--- src/rtl/sat_pkg.sv ---
package sat_pkg;
  typedef enum logic [1:0] {
    OP_ADD  = 2'b00,
    OP_SUB  = 2'b01,
    OP_DADD = 2'b10,
    OP_DSUB = 2'b11
  } sat_op_e;
endpackage

--- src/rtl/sat_addsub.sv ---
module sat_addsub #(
  parameter int W = 32
) (
  input  logic [W-1:0] a,
  input  logic [W-1:0] b,
  input  logic         sub,
  output logic [W-1:0] y,
  output logic         ovf
);
  localparam logic [W-1:0] MAXV = {1'b0, {(W-1){1'b1}}};
  localparam logic [W-1:0] MINV = {1'b1, {(W-1){1'b0}}};

  function automatic logic [W-1:0] wrap_op(input logic [W-1:0] x, input logic [W-1:0] z,
                                           input logic s);
    return s ? (x - z) : (x + z);
  endfunction

  function automatic logic ovf_det(input logic [W-1:0] x, input logic [W-1:0] z,
                                   input logic [W-1:0] r, input logic s);
    logic same_sign;
    same_sign = (x[W-1] == z[W-1]);
    return (s ? !same_sign : same_sign) && (r[W-1] != x[W-1]);
  endfunction

  // a wrapped result that looks non-negative came from a negative overflow
  function automatic logic [W-1:0] clamp_of(input logic [W-1:0] r);
    return r[W-1] ? MAXV : MINV;
  endfunction

  logic [W-1:0] raw;

  always_comb begin
    raw = wrap_op(a, b, sub);
    ovf = ovf_det(a, b, raw, sub);
    y   = ovf ? clamp_of(raw) : raw;
  end
endmodule

--- src/rtl/sat_sticky.sv ---
module sat_sticky (
  input  logic clk,
  input  logic rst,
  input  logic set,
  input  logic clr,
  output logic q
);
  always_ff @(posedge clk) begin
    if (rst)      q <= 1'b0;
    else if (set) q <= 1'b1;
    else if (clr) q <= 1'b0;
  end


  sticky_hold_chk: assert property (@(posedge clk) disable iff (rst)
    (q && !clr) |=> q);

  sticky_clear_chk: assert property (@(posedge clk) disable iff (rst)
    (clr && !set) |=> !q);
endmodule

--- src/rtl/sat_dsp_unit.sv ---
module sat_dsp_unit #(
  parameter int W = 32
) (
  input  logic         clk,
  input  logic         rst,
  input  logic         clr_sticky,
  input  logic [1:0]   op_sel,
  input  logic [W-1:0] opa,
  input  logic [W-1:0] opb,
  output logic [W-1:0] result,
  output logic         sat_pulse,
  output logic         sat_sticky
);
  import sat_pkg::*;

  localparam logic [W-1:0] MAXV = {1'b0, {(W-1){1'b1}}};
  localparam logic [W-1:0] MINV = {1'b1, {(W-1){1'b0}}};

  sat_op_e      op;
  logic         is_dbl;
  logic         is_sub;
  logic [W-1:0] dbl_val;
  logic         dbl_ovf;
  logic [W-1:0] rhs;
  logic [W-1:0] fin_val;
  logic         fin_ovf;
  logic         dbl_evt;
  logic         sat_now;

  always_comb begin
    op     = sat_op_e'(op_sel);
    is_dbl = (op == OP_DADD) || (op == OP_DSUB);
    is_sub = (op == OP_SUB)  || (op == OP_DSUB);
  end

  // stage 1: opb + opb with its own clamp
  sat_addsub #(.W(W)) u_dbl (
    .a(opb), .b(opb), .sub(1'b0), .y(dbl_val), .ovf(dbl_ovf)
  );

  assign rhs = is_dbl ? dbl_val : opb;

  // stage 2: opa +/- rhs with the final clamp
  sat_addsub #(.W(W)) u_fin (
    .a(opa), .b(rhs), .sub(is_sub), .y(fin_val), .ovf(fin_ovf)
  );

  assign dbl_evt = is_dbl && dbl_ovf;
  assign sat_now = fin_ovf || dbl_evt;

  always_ff @(posedge clk) begin
    if (rst) begin
      result    <= '0;
      sat_pulse <= 1'b0;
    end else begin
      result    <= fin_val;
      sat_pulse <= sat_now;
    end
  end

  sat_sticky u_flag (
    .clk(clk), .rst(rst), .set(sat_now), .clr(clr_sticky), .q(sat_sticky)
  );


  fin_clamp_chk: assert property (@(posedge clk) disable iff (rst)
    fin_ovf |=> (result == MAXV || result == MINV));

  plain_no_dbl_chk: assert property (@(posedge clk) disable iff (rst)
    (!is_dbl && !fin_ovf) |=> !sat_pulse);

  pulse_sets_flag_chk: assert property (@(posedge clk) disable iff (rst)
    sat_pulse |-> sat_sticky);

  reset_state_chk: assert property (@(posedge clk)
    rst |=> (result == '0 && !sat_pulse && !sat_sticky));
endmodule

--- config.mk ---
export PLATFORM = sky130hd
export DESIGN_NAME = sat_dsp_unit
export DESIGN_NICKNAME = d
export VERILOG_FILES = /design/src/rtl/sat_pkg.sv /design/src/rtl/sat_addsub.sv /design/src/rtl/sat_sticky.sv /design/src/rtl/sat_dsp_unit.sv
export SDC_FILE = /design/constraint.sdc
export NUM_CORES = 1
export LEC_CHECK = 0
export BUFFER_PORTS_ARGS = -buffer_cell sky130_fd_sc_hd__clkbuf_2
export CAP_MARGIN = 5
export CORE_MARGIN = 4
export CORE_UTILIZATION = 25
export CTS_BUF_LIST = sky130_fd_sc_hd__clkbuf_4 sky130_fd_sc_hd__clkbuf_8
export DETAILED_ROUTE_END_ITERATION = 10
export PLACE_DENSITY_LB_ADDON = 0.05
export SLEW_MARGIN = 5
export SYNTH_ARGS = -nofsm -noshare
export SYNTH_HDL_FRONTEND = slang
export SYNTH_SLANG_ARGS = --single-unit
--- constraint.sdc ---
create_clock -name clk -period 7.75 [get_ports clk]
set_input_delay 1.1625 -clock clk [delete_from_list [all_inputs] [get_ports clk]]
set_output_delay 1.1625 -clock clk [all_outputs]
set_load 0.02 [all_outputs]
# == Word-level counts from Yosys, hierarchy flattened ==
# Cells that the tools add are included.
# Widths: inputs -> output; s select.
# totals
reg_bits,34
latch_bits,0
mem_bits_rw,0
rom_bits,0
input_bits,69
out_inout_bits,34
wordCells,28
mem_count,0
# op_classes
n_addsub,3
mul,0
n_div,0
n_lt_le_gt_ge,0
n_eq_ne,6
shifts,0
muxes,9
bitwise_logic,0
n_reduce_logical,7
# ops
cell,n
$mux 32,6
$add 32x32->32,2
$sub 32x32->32,1
$eq 2x2->1 const B,2
$logic_or 1x1->1,3
$mux 1,3
$eq 2x1->1 const B,1
$logic_and 1x1->1,2
$ne 1x1->1,2
$reduce_bool 2->1,1
$eq 1x1->1,1
$logic_not 1->1,1

# == Depth between registers and ports, before layout ==
# logic_depth
depth_word,10
depth_mapped,24
ltp_nobuf,20

# == Modules after synthesis ==
# Synthesis repeated with hierarchy kept, for this count alone.
# hier_totals
cells_unflattened,917
area_unflattened_um2,7015.5
# modules_own_cells
module,n_inst,cells_per_inst,area_each_um2,seq_area_each_um2
sat_addsub (u_fin),1,411,2796.4,0.0
sat_addsub (u_dbl),1,394,2715.1,0.0
sat_dsp_unit,1,108,1465.2,660.6
sat_sticky,1,4,38.8,20.0

# == Worst setup path after synthesis ==
# OpenSTA, ideal clock, no wires.
# synth_timing
kind,input to register
start,input opb[31]
end,register result[28]
setup_ns,0.096
t_arrival_ns,5.767
required_ns,7.654
slack_ns,1.887
path_stages,24
n_path_buf,4
cell_sequence,inv_1 > ha_1 > buf_6 > or3b_1 > buf_6 > o221a_4 > nor3b_4 > and3_1 > nand2_1 > nor3_1 > nor2_1 > xor2_1 > ha_1 > clkbuf_1 > nand2_1 > nor2_1 > nand4_1 > o21ai_0 > a21oi_1 > o21ai_0 > xnor2_1 > or4_4 > buf_6 > o41ai_2
# synth_via
elab_chain_cells,9
elab_cells_between_ends,15
classes_between,add/sub (3); eq/ne (3); mux (7); reduce/logical (2)
# synth_rtl
item,line,rtl
from (decl),sat_dsp_unit.sv:9,"input logic [W-1:0] opb,"
$add 32x32->32,sat_addsub.sv:15,return s ? (x - z) : (x + z);
$mux 32 or $ne 1x1->1 (tied branches),"sat_addsub.sv:27, sat_addsub.sv:22",
$mux 32,sat_addsub.sv:35,y = ovf ? clamp_of(raw) : raw;
$mux 32 (*),sat_dsp_unit.sv:41,assign rhs = is_dbl ? dbl_val : opb;
$add 32x32->32 (tied with other cells),sat_addsub.sv:15,
$mux 32 or $logic_not 1->1 (tied branches),"sat_addsub.sv:15, sat_addsub.sv:22",
$ne 1x1->1 or $mux 1 (tied branches),sat_addsub.sv:22,return (s ? !same_sign : same_sign) && (r[W-1] != x[W-1]);
$logic_and 1x1->1,sat_addsub.sv:22,
$mux 32 (*),sat_addsub.sv:35,
to (signal assigned),sat_dsp_unit.sv:56,result <= fin_val;
to (decl),sat_dsp_unit.sv:10,"output logic [W-1:0] result,"
# Every way passes the cells marked *; elsewhere a longest branch is shown, timed or not.
# A chain may end at the register's enable or synchronous reset.

# == Worst setup path in the final report ==
# layout_timing
start,input opb[30]
end,register result[27]
# The elaborated chain is that of the path after synthesis.

==> results.json <==
{
  "cts_buffers": 5,
  "clock-root-buffer": "clkbuf_8",
  "worstMarginPinSlew_ns": 0.937,
  "cts_resized": 0,
  "ant_nets": 0,
  "hold_viol_final": 0,
  "maxCapViolCount": 0,
  "n_fill_cell": 1779,
  "grt_usage_pct": 14.7,
  "p_per_area_mw_per_mm2": 210,
  "n_antenna_cell": 0,
  "ys_seq_elements": 34,
  "grtUsageMet1_pct": 19.9,
  "holdWs_ns": 0.500,
  "min_to": "u_flag.q",
  "grtUsageMet2_pct": 24.8,
  "ys_types": 63,
  "grt_max_degree": 37,
  "io_buffers": 102,
  "r2r_slack_ns": 7.14,
  "arrival_ns": 6.84,
  "grt_pass1_wl_um": 21500,
  "place.detailed.hpwl_um": 10600,
  "rsz0062_at_grt": "no",
  "setup_violations": 0,
  "synthCells": 539,
  "synth_nets": 641,
  "crit_fanout": 35,
  "insertion_delay_ns": 0.30,
  "cts_tree": "yes",
  "p_switching_mw": 0.464,
  "hold_path_class": "register to register",
  "period_share_pct": 85.2,
  "finalMaxSlewViolations": 0,
  "cp-start-kind": "primary input",
  "seq_area_frac_synth_pct": 16.9,
  "post_drt_wl_per_cell_um": 15.8,
  "vdd_drop_max_mv": 0.0716,
  "io_pins": 103,
  "r2r-start": "u_flag.q",
  "pwr-share-seq_pct": 24.2,
  "avgSynthCellArea_um2": 7.46,
  "layout_commonest_cell": "clkbuf_2",
  "grt_util_met3_pct": 2.65,
  "antenna_found_initial": 0,
  "drc": 0,
  "syn_area_mm2": 0.00402,
  "startpoint": "opb[30]",
  "cts_setup_buffers": 0,
  "grt_pass1_vias": 4101,
  "area_growth_pct": 19.2,
  "drive_gt1_share_pct": 25.5,
  "initial_utilization_pct": 25.4,
  "status": "completed",
  "clock-sinks": 34,
  "synth_edf_count": 0,
  "min_from": "u_flag.q",
  "rows": 46,
  "slew_headroom_pct": 36.7,
  "layout_common_cells": "102 x clkbuf_2, 60 x a21oi_1, 50 x nand2_1",
  "clock_skew_ns": 0,
  "drt-initial-drc-count": 180,
  "place.gp.congestion": 0.830,
  "die_area_mm2": 0.0182,
  "cts_buffer_depth": 2,
  "die-width_um": 135,
  "wl_um": 13300,
  "vias": 4089,
  "cp.required_ns": 7.99,
  "power.internal_mw": 0.542,
  "async_reset_ff_share_pct": 0,
  "p_sw_share_pct": 46.1,
  "worst-r2r-cell-count": 2,
  "fin_tns_setup_ns": 0,
  "fmax_mhz": 151,
  "min_period_ns": 6.60,
  "reg2reg_to": "u_flag.q",
  "die_h_um": 135,
  "worstSetupPathType": "primary input to register",
  "first_pass_iters": 4,
  "grt_busiest_layer": "met2",
  "leakage_nw": 2.17,
  "h-tree-depth": 2,
  "clock_power_share_pct": 14.0,
  "synth-main-ff-cell": "dfxtp_1",
  "yosys_warnings": 0,
  "coreArea_mm2": 0.0158,
  "grt-ovfl-total": 0,
  "cts_hold_buf": 0,
  "pwr-share-comb_pct": 61.8,
  "holdPathStages": 2,
  "p_total_mw": 1.01,
  "via_per_inst": 4.84,
  "cp-end-kind": "register",
  "path_clk_slew_ns": 0.07,
  "nNetsFinal": 730
}
routing by layer:
metal	wire length, µm	share of wire (%)
met1	6470	49
met2	6250	47
met3	463	3.5
met4	116	0.87
met5	0	0
through the flow:
step                util, %  std cells  worst slack, ns  area, µm²
finish                 30.3        844             1.15       4790
detailed placement     29.8        837            0.817       4710
floorplan                 -        539             1.89       4020
global placement       29.8        837             1.01       4710
CTS                    30.3        844             1.13       4790
global route           30.3        844            0.584       4790
critical path, stage by stage:
cell,delay (ns)
clkbuf_2,0.15
ha_1,0.33
buf_4,0.35
nand2b_1,0.44
a31oi_1,0.27
nor3b_4,0.38
and3_1,0.31
nand2_1,0.12
nor3_1,0.39
nor2_1,0.10
xor2_1,0.17
ha_1,0.43
nand2_1,0.13
nor2_1,0.19
nand4_1,0.13
o21ai_0,0.18
a21oi_1,0.11
o21ai_0,0.38
xnor2_1,0.16
or4_4,0.79
o21ai_0,0.15
logic make-up (layout without fill, tap and decap cells):
group | after synthesis | count (layout) | synth area share, %
compound gates | 199 | 199 | 33.5
simple gates | 168 | 168 | 20.2
xor+xnor | 60 | 60 | 13.1
buf+inv | 42 | 131 | 5.07
flops | 34 | 34 | 16.9
fa+ha+maj | 33 | 33 | 10.5
mux | 3 | 3 | 0.778
power by group through the flow:
stage | clock, mW | combinational, mW | sequential [mW]
floorplan | 0 | 0.385 | 0.320
global placement | 0 | 0.629 | 0.247
detailed placement | 0 | 0.627 | 0.248
CTS | 0.153 | 0.630 | 0.244
global route | 0.159 | 0.691 | 0.249
finish | 0.141 | 0.622 | 0.243
flip-flops by register name (all words and copies together), names as in the netlist:
register / flops
result: 32
sat_pulse: 1
u_flag.q: 1
cells in the mapped netlist, drive strengths merged, types with 4 or more instances:
cell | number | area share (%)
o21ai | 66 | 11
a21oi | 60 | 7.5
nand2 | 51 | 4.8
nor2 | 45 | 4.2
dfxtp | 34 | 17
xnor2 | 34 | 7.4
ha | 32 | 10
xor2 | 26 | 5.7
clkbuf | 17 | 1.6
nand3 | 17 | 2.1
a21o | 13 | 2.4
inv | 13 | 1.2
buf | 11 | 2.1
a31oi | 10 | 1.6
or3 | 10 | 1.6
nand2b | 9 | 1.4
nor3 | 9 | 1.2
o311ai | 7 | 1.5
and3 | 5 | 0.78
nand4 | 5 | 0.78
o21bai | 5 | 0.93
a211oi | 4 | 0.75
a31o | 4 | 0.87
and2 | 4 | 0.62
worst max-delay path by stage:
stage | to | slack, ns | cells after the start
6_report | result[27] | 1.15 | 21
5_1_grt | result[27] | 0.58 | 21
4_1_cts | result[27] | 1.13 | 21
3_5_place_dp | result[28] | 0.82 | 21
3_3_place_gp | result[27] | 1.01 | 21
2_1_floorplan | result[28] | 1.89 | 24
cell type report:
class,count,area (µm²),share of cell area [%]
multi-input combinational,463,3140,65.4
sequential,34,681,14.2
timing repair buffer,110,571,11.9
tap,216,270,5.64
clock buffer,7,83.8,1.75
inverter,14,52.6,1.10
(Power assumes the default switching activity.)
